File: src/rtl/sv32_pkg.sv
package sv32_pkg;

    localparam int VA_W    = 32;
    localparam int PA_W    = 34;
    localparam int PPN_W   = 22;
    localparam int VPN_W   = 20;
    localparam int ASID_W  = 9;
    localparam int OFF_W   = 12;
    localparam int CAUSE_W = 5;
    localparam int NUM_TLB = 2;
    localparam int TLB_I   = 0;
    localparam int TLB_D   = 1;

    typedef enum logic [1:0] {
        ST_IDLE,
        ST_L1,
        ST_L0,
        ST_DONE
    } walk_state_t;

    typedef enum logic [1:0] {
        ACC_FETCH = 2'd0,
        ACC_LOAD  = 2'd1,
        ACC_STORE = 2'd2,
        ACC_RSVD  = 2'd3
    } acc_t;

    typedef struct packed {
        logic [PPN_W-1:0] ppn;
        logic [1:0]       rsw;
        logic d, a, g, u, x, w, r, v;
    } pte_t;

    typedef struct packed {
        logic [VPN_W-1:0]  vpn;
        logic [ASID_W-1:0] asid;
        logic              mega;
        logic g, u, a, d, x, w, r;
        logic [PPN_W-1:0]  ppn;
    } tlb_ent_t;

    function automatic logic [CAUSE_W-1:0] fault_cause(acc_t kind);
        case (kind)
            ACC_FETCH: fault_cause = CAUSE_W'(12);
            ACC_STORE: fault_cause = CAUSE_W'(15);
            default:   fault_cause = CAUSE_W'(13);
        endcase
    endfunction

endpackage

File: src/rtl/sv32_perm_check.sv
module sv32_perm_check
    import sv32_pkg::*;
(
    input  acc_t kind,
    input  logic user,
    input  logic u,
    input  logic a,
    input  logic d,
    input  logic x,
    input  logic w,
    input  logic r,
    output logic fault
);
    logic need_ok;

    always_comb begin
        unique case (kind)
            ACC_FETCH: need_ok = x;
            ACC_STORE: need_ok = w;
            default:   need_ok = r;
        endcase
        fault = (w & ~r) | (user & ~u) | ~a | ((kind == ACC_STORE) & ~d) | ~need_ok;
    end
endmodule

File: src/rtl/sv32_tlb_slot.sv
module sv32_tlb_slot
    import sv32_pkg::*;
(
    input  logic              clk,
    input  logic              rst_n,
    input  logic              flush,
    input  logic              fill,
    input  tlb_ent_t          fill_ent,
    input  logic [VPN_W-1:0]  look_vpn,
    input  logic [ASID_W-1:0] look_asid,
    output logic              hit,
    output tlb_ent_t          ent
);
    localparam int HALF = VPN_W / 2;

    logic valid_q;

    always_ff @(posedge clk) begin
        if (!rst_n) begin
            valid_q <= 1'b0;
            ent     <= '0;
        end else if (flush) begin
            valid_q <= 1'b0;
        end else if (fill) begin
            valid_q <= 1'b1;
            ent     <= fill_ent;
        end
    end

    always_comb begin
        hit = valid_q
            & (ent.g | (ent.asid == look_asid))
            & (ent.vpn[VPN_W-1:HALF] == look_vpn[VPN_W-1:HALF])
            & (ent.mega | (ent.vpn[HALF-1:0] == look_vpn[HALF-1:0]));
    end
endmodule

File: src/rtl/sv32_walker.sv
module sv32_walker
    import sv32_pkg::*;
(
    input  logic               clk,
    input  logic               rst_n,
    input  logic               req_valid,
    input  logic [VA_W-1:0]    req_vaddr,
    input  logic [1:0]         req_acc,
    input  logic               req_user,
    input  logic [31:0]        xlat_base,
    input  logic               fence,
    output logic               mem_ren,
    output logic [PA_W-1:0]    mem_addr,
    input  logic [31:0]        mem_rdata,
    output logic               resp_valid,
    output logic               resp_fault,
    output logic [CAUSE_W-1:0] resp_cause,
    output logic [PA_W-1:0]    resp_paddr
);
    localparam int HALF = VPN_W / 2;
    localparam int MEGA_OFF = VA_W - HALF;

    walk_state_t state_q, state_d;

    logic [VA_W-1:0]  lat_va;
    acc_t             lat_acc;
    logic             lat_user;
    logic [31:0]      lat_base;
    logic [PPN_W-1:0] l1_ppn_q;

    logic               res_fault_q;
    logic [CAUSE_W-1:0] res_cause_q;
    logic [PA_W-1:0]    res_paddr_q;

    logic               take_res, nf;
    logic [PA_W-1:0]    npa;
    logic               fill_en;
    tlb_ent_t           fill_ent;

    logic [NUM_TLB-1:0] hit_v;
    tlb_ent_t           ent_v [NUM_TLB];
    int                 req_sel, lat_sel;

    pte_t     pte;
    tlb_ent_t hent;
    acc_t     chk_kind;
    logic     chk_user, chk_fault;

    assign pte     = pte_t'(mem_rdata);
    assign req_sel = (acc_t'(req_acc) == ACC_FETCH) ? TLB_I : TLB_D;
    assign lat_sel = (lat_acc == ACC_FETCH) ? TLB_I : TLB_D;
    assign hent    = ent_v[req_sel];

    genvar gi;
    generate
        for (gi = 0; gi < NUM_TLB; gi++) begin : g_slot
            sv32_tlb_slot i_slot (
                .clk      (clk),
                .rst_n    (rst_n),
                .flush    (fence),
                .fill     (fill_en && (lat_sel == gi)),
                .fill_ent (fill_ent),
                .look_vpn (req_vaddr[VA_W-1:OFF_W]),
                .look_asid(xlat_base[30:22]),
                .hit      (hit_v[gi]),
                .ent      (ent_v[gi])
            );
        end
    endgenerate

    // one checker serves both a cache hit (in IDLE) and a fetched leaf
    always_comb begin
        if (state_q == ST_IDLE) begin
            chk_kind = acc_t'(req_acc);
            chk_user = req_user;
        end else begin
            chk_kind = lat_acc;
            chk_user = lat_user;
        end
    end

    sv32_perm_check i_perm (
        .kind (chk_kind),
        .user (chk_user),
        .u    (state_q == ST_IDLE ? hent.u : pte.u),
        .a    (state_q == ST_IDLE ? hent.a : pte.a),
        .d    (state_q == ST_IDLE ? hent.d : pte.d),
        .x    (state_q == ST_IDLE ? hent.x : pte.x),
        .w    (state_q == ST_IDLE ? hent.w : pte.w),
        .r    (state_q == ST_IDLE ? hent.r : pte.r),
        .fault(chk_fault)
    );

    // next state and result selection
    always_comb begin
        state_d  = state_q;
        take_res = 1'b0;
        nf       = 1'b0;
        npa      = '0;
        fill_en  = 1'b0;
        fill_ent = '{vpn: lat_va[VA_W-1:OFF_W], asid: lat_base[30:22], mega: 1'b0,
                     g: pte.g, u: pte.u, a: pte.a, d: pte.d, x: pte.x, w: pte.w,
                     r: pte.r, ppn: pte.ppn};
        unique case (state_q)
            ST_IDLE: begin
                if (req_valid) begin
                    if (!xlat_base[31]) begin
                        state_d  = ST_DONE;
                        take_res = 1'b1;
                        npa      = {{(PA_W-VA_W){1'b0}}, req_vaddr};
                    end else if (hit_v[req_sel]) begin
                        state_d  = ST_DONE;
                        take_res = 1'b1;
                        nf       = chk_fault;
                        if (!chk_fault)
                            npa = hent.mega ? {hent.ppn[PPN_W-1:HALF], req_vaddr[MEGA_OFF-1:0]}
                                            : {hent.ppn, req_vaddr[OFF_W-1:0]};
                    end else begin
                        state_d = ST_L1;
                    end
                end
            end
            ST_L1: begin
                if (pte.v && !pte.r && !pte.w && !pte.x) begin
                    state_d = ST_L0;
                end else begin
                    state_d  = ST_DONE;
                    take_res = 1'b1;
                    nf       = !pte.v || chk_fault || (pte.ppn[HALF-1:0] != '0);
                    if (!nf) begin
                        fill_en       = 1'b1;
                        fill_ent.mega = 1'b1;
                        npa = {pte.ppn[PPN_W-1:HALF], lat_va[MEGA_OFF-1:0]};
                    end
                end
            end
            ST_L0: begin
                state_d  = ST_DONE;
                take_res = 1'b1;
                nf       = !pte.v || !(pte.r || pte.w || pte.x) || chk_fault;
                if (!nf) begin
                    fill_en = 1'b1;
                    npa     = {pte.ppn, lat_va[OFF_W-1:0]};
                end
            end
            ST_DONE: state_d = ST_IDLE;
        endcase
    end

    always_ff @(posedge clk) begin
        if (!rst_n) begin
            state_q     <= ST_IDLE;
            lat_va      <= '0;
            lat_acc     <= ACC_FETCH;
            lat_user    <= 1'b0;
            lat_base    <= '0;
            l1_ppn_q    <= '0;
            res_fault_q <= 1'b0;
            res_cause_q <= '0;
            res_paddr_q <= '0;
        end else begin
            state_q <= state_d;
            if (state_q == ST_IDLE && req_valid) begin
                lat_va   <= req_vaddr;
                lat_acc  <= acc_t'(req_acc);
                lat_user <= req_user;
                lat_base <= xlat_base;
            end
            if (state_q == ST_L1)
                l1_ppn_q <= pte.ppn;
            if (take_res) begin
                res_fault_q <= nf;
                res_cause_q <= nf ? fault_cause(chk_kind) : '0;
                res_paddr_q <= npa;
            end
        end
    end

    // outputs
    always_comb begin
        resp_valid = (state_q == ST_DONE);
        resp_fault = res_fault_q;
        resp_cause = res_cause_q;
        resp_paddr = res_paddr_q;
        mem_ren    = (state_q == ST_L1) || (state_q == ST_L0);
        if (state_q == ST_L1)
            mem_addr = {lat_base[PPN_W-1:0], lat_va[VA_W-1:MEGA_OFF], 2'b00};
        else
            mem_addr = {l1_ppn_q, lat_va[MEGA_OFF-1:OFF_W], 2'b00};
    end

    assert_resp_pulse_R11: assert property (@(posedge clk) disable iff (!rst_n)
        resp_valid |=> !resp_valid);

    assert_cause_code_R7: assert property (@(posedge clk) disable iff (!rst_n)
        (resp_valid && resp_fault) |->
            (resp_cause == ((lat_acc == ACC_FETCH) ? 5'd12 :
                            (lat_acc == ACC_STORE) ? 5'd15 : 5'd13)));

    assert_bare_pass_R2: assert property (@(posedge clk) disable iff (!rst_n)
        (resp_valid && !lat_base[31]) |->
            (!resp_fault && resp_paddr == {{(PA_W-VA_W){1'b0}}, lat_va}));

    assert_fence_empties_R10: assert property (@(posedge clk) disable iff (!rst_n)
        fence |=> (hit_v == '0));

    assert_l0_after_l1_R3: assert property (@(posedge clk) disable iff (!rst_n)
        (state_q == ST_L0) |-> ($past(state_q) == ST_L1));

    assert_hit_noread_R8: assert property (@(posedge clk) disable iff (!rst_n)
        (state_q == ST_IDLE && req_valid && xlat_base[31] && hit_v[req_sel]) |=> !mem_ren);

endmodule

File: config.mk
export PLATFORM = sky130hd
export DESIGN_NAME = sv32_walker
export DESIGN_NICKNAME = d
export VERILOG_FILES = /design/src/rtl/sv32_pkg.sv /design/src/rtl/sv32_perm_check.sv /design/src/rtl/sv32_tlb_slot.sv /design/src/rtl/sv32_walker.sv
export SDC_FILE = /design/constraint.sdc
export NUM_CORES = 1
export LEC_CHECK = 0
export CAP_MARGIN = 20
export CORE_ASPECT_RATIO = 1.25
export CORE_UTILIZATION = 45
export DETAILED_ROUTE_END_ITERATION = 6
export GPL_TIMING_DRIVEN = 0
export PLACE_DENSITY_LB_ADDON = 0.15
export SYNTH_ARGS = -nofsm -noshare
export SYNTH_HDL_FRONTEND = slang
export SYNTH_SLANG_ARGS = --single-unit
File: constraint.sdc
create_clock -name clk -period 3.45 [get_ports clk]
set_input_delay 1.035 -clock clk [delete_from_list [all_inputs] [get_ports clk]]
set_output_delay 1.035 -clock clk [all_outputs]
set_load 0.005 [all_outputs]
==> key figures, run 1 <==
Die
  • Die area: 25820 µm²
  • # IOs: 179
  • Starting Density: 0.4609
  • Core Box Area: 24580 µm²
  • Die height: 179.4 µm
  • Floorplan row count: 64
  • Die width: 143.9 µm

Clocking
  • Maximum clock path buffer count: 3
  • Worst-Skew Late Latency: 530 ps
  • Htree depth: 1
  • Reg clk slew, reported paths: 60 ps
  • Clock Sinks: 247
  • CTS tree: yes
  • Total CTS buffers: 25
  • CTS Root Cell: clkbuf_16

Layout
  • Post-layout nets: 1758
  • Share of cells above drive strength 1: 0.09550
  • Synth-to-layout area growth: 29.34%
  • Util after Layout: 0.5961

Timing
  • Max Freq: 294.6 MHz
  • Worst-margin pin slew: 807.4 ps
  • Final Max Tran Viols: 0
  • Slew Limit Headroom: 0.4617
  • Min Hold Slack: 452.3 ps
  • Final setup skew: 11.76 ps
  • Final setup margin: 54.99 ps
  • Fin. Hold Viols: 0
  • Minimum clock period: 3395 ps
  • Final setup fails: 0
  • Crit share post-route: 0.9841

Synth
  • EDFF count, synth: 0
  • Gate count of the mapped netlist: 1438
  • Syn Area/Cell: 7.879 µm²
  • Ys Warns: 0
  • Yosys reg bits: 247
  • Sequential fraction of the synthesis area: 0.4364
  • Async SR Flop Fraction: 0
  • Unique masters post-synth: 55
  • Top FF cell, synth: dfxtp_1
  • Synthesized area: 11330 µm²

Power
  • Pwr Total: 9.245 mW
  • Max VDD drop: 499.6 µV
  • Pwr dens: 630.8 nW/µm²
  • Cell leakage power: 5.178 nW

Route
  • Wl on met1: 17250 µm
  • Met2 routed WL: 20000 µm
  • Total iterations of the first detailed-routing run: 6
  • Metal3 WL: 3167 µm
  • Via-per-instance ratio: 5.852
  • DRT iter0 DRCs: 948
  • DRT antenna net count: 0
  • DR vias: 11.69k
  • DR top layer: met4
  • Routed wire per std cell: 21.06 µm
  • WL final: 42060 µm
  • # DRC: 0

Hold path
  • Hold Crit Class: reg -> reg

Placed design
  • Placer Congestion: 0.9514
  • IO Port Bufs: 171
  • DP HPWL: 30980 µm
  • Dpl ws: -1145 ps

Run
  • Max-cap violations: 0

Critical path
  • Worst Path Required: 3890 ps
  • Setup Crit Path Kind: in -> reg
  • Critical path arrival: 3840 ps
  • Max stage delay on crit path: 520 ps
  • Crit path cell chain: clkdlybuf4s50_1 -> mux2_2 -> nor3b_1 -> a311o_1 -> a211oi_2 -> and4_1 -> clkbuf_2 -> nand3_1 -> a21oi_1
  • CP max FO: 10
  • Buf/Inv on CP: 2
  • CP startpoint kind: primary input
  • Family with the most delay on the worst path: compound AO/OA/AOI/OAI gates
  • Slowest-stage cell, CP: and4_1
  • CP endpoint kind: flop

Global routing
  • Vias in the first global route: 11.03k
  • First-pass GRT wire length: 63650 µm
  • Total track usage: 0.3219
  • Initial antenna violation count: 2
  • Largest net degree at the start of global routing: 15
  • Overflow after GRT: 0

Outcome
  • Status: complete, no violations
-- synth_stat cells, types with 8 or more instances --
cell type  instances  area (µm²)
o21ai_0          158       790.8
nor3_1            13       65.06
dfxtp_1          247        4945
nor2_1            17       63.81
a31oi_1           21       131.4
buf_2             12       60.06
o21ai_1           10       50.05
xor2_1            50       437.9
nand2_1          233       874.6
nand2b_1          33       206.5
nand3_1          126       630.6
nor4_1            16       100.1
a21oi_1          243        1216
a222oi_1          10       100.1
clkbuf_1         109       409.1
xnor2_1            8       70.07
o2111ai_1         14       122.6
inv_1             10       37.54
a22oi_1           10       75.07
nand3b_1          11       82.58
mux2_2            24       270.3
-- worst register-to-register path, delay by kind of cell, from the launching register on --
| kind | cells | cell delay [ps] |
|---|---|---|
| adders and majority gates | 1 | 260 |
| AOI/OAI and AO/OA | 4 | 1040 |
| DFF | 1 | 350 |
| buffers and inverters | 3 | 830 |
| and+or+nand+nor | 3 | 790 |
-- metal layers --
metal,GRT usage,vias to the layer above
met1,0.4138,5531
met4,0.1340,0
li1,-,5502
met5,0,-
met2,0.5364,545
met3,0.04262,108
-- metrics by stage --
step / TNS [ps] / area (µm²) / cells
finish: 0 / 14650 / 1997
global route: -55.72 / 14650 / 1995
CTS: -10.81 / 14480 / 1990
detailed placement: -127850 / 13470 / 1942
global placement: -127780 / 13460 / 1941
floorplan: 0 / 11340 / 1440
-- power breakdown --
group / total (mW) / internal [mW] / switching (mW)
logic: 3.10 / 1.29 / 1.80
clock network: 2.71 / 1.56 / 1.15
registers: 3.44 / 3.20 / 0.235
total: 9.24 / 6.05 / 3.19
-- flip-flops by register name (all words and copies together), names as in the netlist --
register and count:
g_slot.i_slot.ent 118, resp_paddr 34, lat_va 32, lat_base 31
l1_ppn_q 22, resp_cause 3, g_slot.i_slot.valid_q 2, lat_acc 2
state_q 2, lat_user 1
-- placed cells by master (no fill, tap or decap), types with 12 or more instances in the layout --
master	count
clkbuf_16	25
buf_2	12
o21ai_0	150
nand2_1	233
clkdlybuf4s50_1	152
buf_4	18
o21ai_1	17
nand2b_1	33
nor2_1	15
dfxtp_1	246
nand3_1	126
o2111ai_1	14
xor2_1	50
clkbuf_2	16
a31oi_1	21
clkbuf_1	83
a21oi_1	243
mux2_2	24
-- layout make-up --
type                    count  area (µm²)
diodes                      2       5.005
plain buffers             131       619.3
clock buffers              31       688.2
clock inverters            12       112.6
fillers                  2361        9930
inverters                  10       37.54
multi-input cells        1049        5963
flip-flops and latches    247        4946
well taps                 330       412.9
repair buffers            185        1869
-- what timing repair did --
item,4_1_cts,5_1_grt
gates resized for setup,62,43
pin swaps,6,12
endpoints found under the setup margin,188,146
hold buffers,0,0
cloned,1,0
setup buffers,7,5
-- worst paths after layout --
| check | slack (ps) | endpoint | from | depth (start not counted) |
|---|---|---|---|---|
| worst max-delay path | 50 | g_slot[0].i_slot.ent[29] | req_user | 9 |
| worst min-delay path | 450 | lat_base[18] | lat_base[18] | 2 |
| worst max register to register | 90 | g_slot[0].i_slot.ent[29] | state_q[0] | 11 |
| worst min register to register | 450 | lat_base[18] | lat_base[18] | 2 |
-- cells by family after synthesis --
logic type | Yosys count | synth area share
compound gates | 490 | 0.2415
simple gates | 463 | 0.1882
flops | 247 | 0.4364
buf+inv | 144 | 0.05334
xor+xnor | 58 | 0.04484
mux | 29 | 0.02871
fa+ha+maj | 6 | 0.006626
other cells | 1 | 0.0003310
No activity file was read; power rests on OpenSTA's default activity.
==> run 2: changes to the inputs <==
--- a/config.mk
+++ b/config.mk
@@ -9,7 +9,6 @@
 export CORE_ASPECT_RATIO = 1.25
 export CORE_UTILIZATION = 45
 export DETAILED_ROUTE_END_ITERATION = 6
-export GPL_TIMING_DRIVEN = 0
 export PLACE_DENSITY_LB_ADDON = 0.15
 export SYNTH_ARGS = -nofsm -noshare
 export SYNTH_HDL_FRONTEND = slang
==> run 2 against run 1 <==
  * Utilization increased by 1.1 points
  * Clock power decreased by 2%
  * Count of clock-buffer cells in the layout increased by 7
  * Combinational power about the same
  * Die area unchanged
  * Fmax increased by 2.2%
  * Sequential share of layout area decreased by 0.62 points
  * Sequential power about the same
  * Flip-flop and latch count unchanged
  * Final area increased by 1.9%
  * Register-to-register slack improved by 150 ps
  * Critical path type is now reg -> out
  * Highest routed layer unchanged
==> key figures, run 2 (synthesized netlist as in run 1, its figures left out) <==
Layout
  • Post-route cell area: 14930 µm² (+1.9%)
  • Max reg flops: 118 (unchanged)
  • Synth-to-layout area growth: 31.76%
  • Fillers: 2292 (-2.9%)
  • Share of cells above drive strength 1: 0.1191 (+0.02362)
  • Largest register by flop count: g_slot.i_slot.ent
  • Util after Layout: 0.6072 (+0.01115)
  • Post-layout nets: 1731 (-1.5%)
  • Finished Layout Cells: 1968 (-1.5%)
  • Highest-count cells in the layout ignoring fill and taps: dfxtp_1, a21oi_1, nand2_1
  • Commonest non-fill, non-tap cell in the layout: dfxtp_1

Die
  • Core Box Area: 24580 µm² (unchanged)
  • Die width: 143.9 µm (unchanged)
  • # IOs: 179 (unchanged)
  • Floorplan row count: 64 (unchanged)
  • Starting Density: 0.4609 (unchanged)
  • Die height: 179.4 µm (unchanged)
  • Die area: 25820 µm² (unchanged)

Timing
  • Final Max Tran Viols: 0 (unchanged)
  • Fin. Hold Viols: 0 (unchanged)
  • Minimum clock period: 3322 ps (-72.80 ps)
  • Final setup margin: 127.8 ps (+72.80 ps)
  • Post-route setup TNS: 0 ps (unchanged)
  • Slew Limit Headroom: 0.4589 (-0.002806)
  • Worst-margin pin slew: 811.6 ps (+4.209 ps)
  • Final setup skew: 21.96 ps (+10.20 ps)
  • RSZ-0062 raised after global routing: no
  • Crit share post-route: 0.9630 (-0.02110)
  • Min Hold Slack: 452.9 ps (+0.6100 ps)
  • Final setup fails: 0 (unchanged)
  • Max Freq: 301.0 MHz (+2.2%)

Global routing
  • Overflow after GRT: 0 (unchanged)
  • Total track usage: 0.2946 (-0.02734)
  • Initial antenna violation count: 1 (-1)
  • First-pass GRT wire length: 59320 µm (-6.8%)
  • Vias in the first global route: 10.45k (-5.3%)
  • Largest net degree at the start of global routing: 119 (+104)

Route
  • # DRC: 0 (unchanged)
  • DR vias: 11.33k (-3.1%)
  • Via-per-instance ratio: 5.757 (-1.6%)
  • DRT antenna net count: 0 (unchanged)
  • Total iterations of the first detailed-routing run: 5 (-1)
  • Routed wire per std cell: 19.53 µm (-7.3%)
  • WL final: 38440 µm (-8.6%)
  • DRT iter0 DRCs: 943 (-0.53%)

Clocking
  • Worst-Skew Late Latency: 530 ps (about the same)
  • Maximum clock path buffer count: 3 (unchanged)
  • CTS Root Cell: clkbuf_16
  • Reg clk slew, reported paths: 60 ps (about the same)
  • Total CTS buffers: 26 (+4.0%)
  • CTS tree: yes
  • Post-CTS Hold Buffers: 0 (unchanged)
  • Clock Sinks: 247 (unchanged)
  • Htree depth: 1 (unchanged)

Hold path
  • Hold Crit Class: reg -> reg

Power
  • Cell leakage power: 5.323 nW (+2.8%)
  • Pwr dens: 614.2 nW/µm² (-2.6%)
  • Pwr Total: 9.168 mW (-0.83%)
  • Max VDD drop: 386.8 µV (-23%)

Critical path
  • Setup Crit Path Kind: reg -> out
  • Worst Path Required: 2410 ps (-1480 ps)
  • Slowest-stage cell, CP: clkdlybuf4s50_1
  • Critical path arrival: 2290 ps (-1550 ps)
  • Max stage delay on crit path: 520 ps (about the same)
  • Family with the most delay on the worst path: buffers and inverters
  • CP max FO: 47 (+37)
  • Crit path cell chain: inv_1 -> ha_4 -> buf_12 -> buf_4 -> nand2b_1 -> nand2_1 -> clkdlybuf4s50_1
  • CP endpoint kind: output port
  • Buf/Inv on CP: 4 (+2)
  • CP startpoint kind: flop

Placed design
  • Dpl cells: 1923 (-0.98%)
  • IO Port Bufs: 173 (+1.2%)
  • Placed cell area: 14060 µm² (+4.4%)
  • DP HPWL: 26170 µm (-16%)
  • Dpl ws: -593.1 ps (+552.1 ps)
  • Placer Congestion: 0.8614 (-9.5%)

Run
  • Max-cap violations: 0 (unchanged)

Outcome
  • Status: complete, no violations
## run 2: where the power goes
part / internal, mW / switching, mW / total, mW / leakage, nW
clock: 1.54 / 1.11 / 2.65 / 0.388
sequential: 3.20 / 0.220 / 3.42 / 2.01
combinational: 1.39 / 1.71 / 3.10 / 2.93
## run 2: area by class of cell
| class | instances | area [µm²] | share of cell area |
|---|---|---|---|
| Clock buffer | 38 | 737.0 | 0.04937 |
| Multi-Input combinational cell | 1049 | 5869 | 0.3932 |
| Clock inverter | 5 | 50.05 | 0.003353 |
| Sequential cell | 247 | 4946 | 0.3313 |
| Timing Repair Buffer | 288 | 2867 | 0.1920 |
| Tap cell | 330 | 412.9 | 0.02766 |
| Inverter | 10 | 43.79 | 0.002934 |
| Antenna cell | 1 | 2.502 | 0.0001676 |
## run 2: worst register-to-register path, cell delays in order (launching register included)
cell     delay (ps)
dfxtp_1         420
inv_1           120
ha_1            310
mux2_4          350
o21a_1          170
a311o_1         340
a211o_1         280
buf_4           200
nor4_4          300
buf_4           220
buf_12          160
nand3_1          80
a21oi_1         180
## run 2: routing by layer
layer	GRT usage	vias up	wire length [µm]
li1	-	5438	-
met5	0	-	0
met1	0.3930	5407	16090
met2	0.4804	425	18540
met4	0.1047	0	1170
met3	0.04209	59	2641
## run 2: path summary, 6_finish.rpt
kind	start	end	slack, ps	cells after the start
worst min register to register	lat_base[16]	lat_base[16]	450	2
worst max-delay path	state_q[1]	mem_addr[24]	130	7
worst min-delay path	lat_base[16]	lat_base[16]	450	2
worst max register to register	state_q[0]	g_slot[1].i_slot.ent[9]	240	12
## run 2: repair_timing
item	4_1_cts	5_1_grt
resized for setup	3	13
setup buffers	0	1
setup endpoints to repair	18	104
gates cloned	0	0
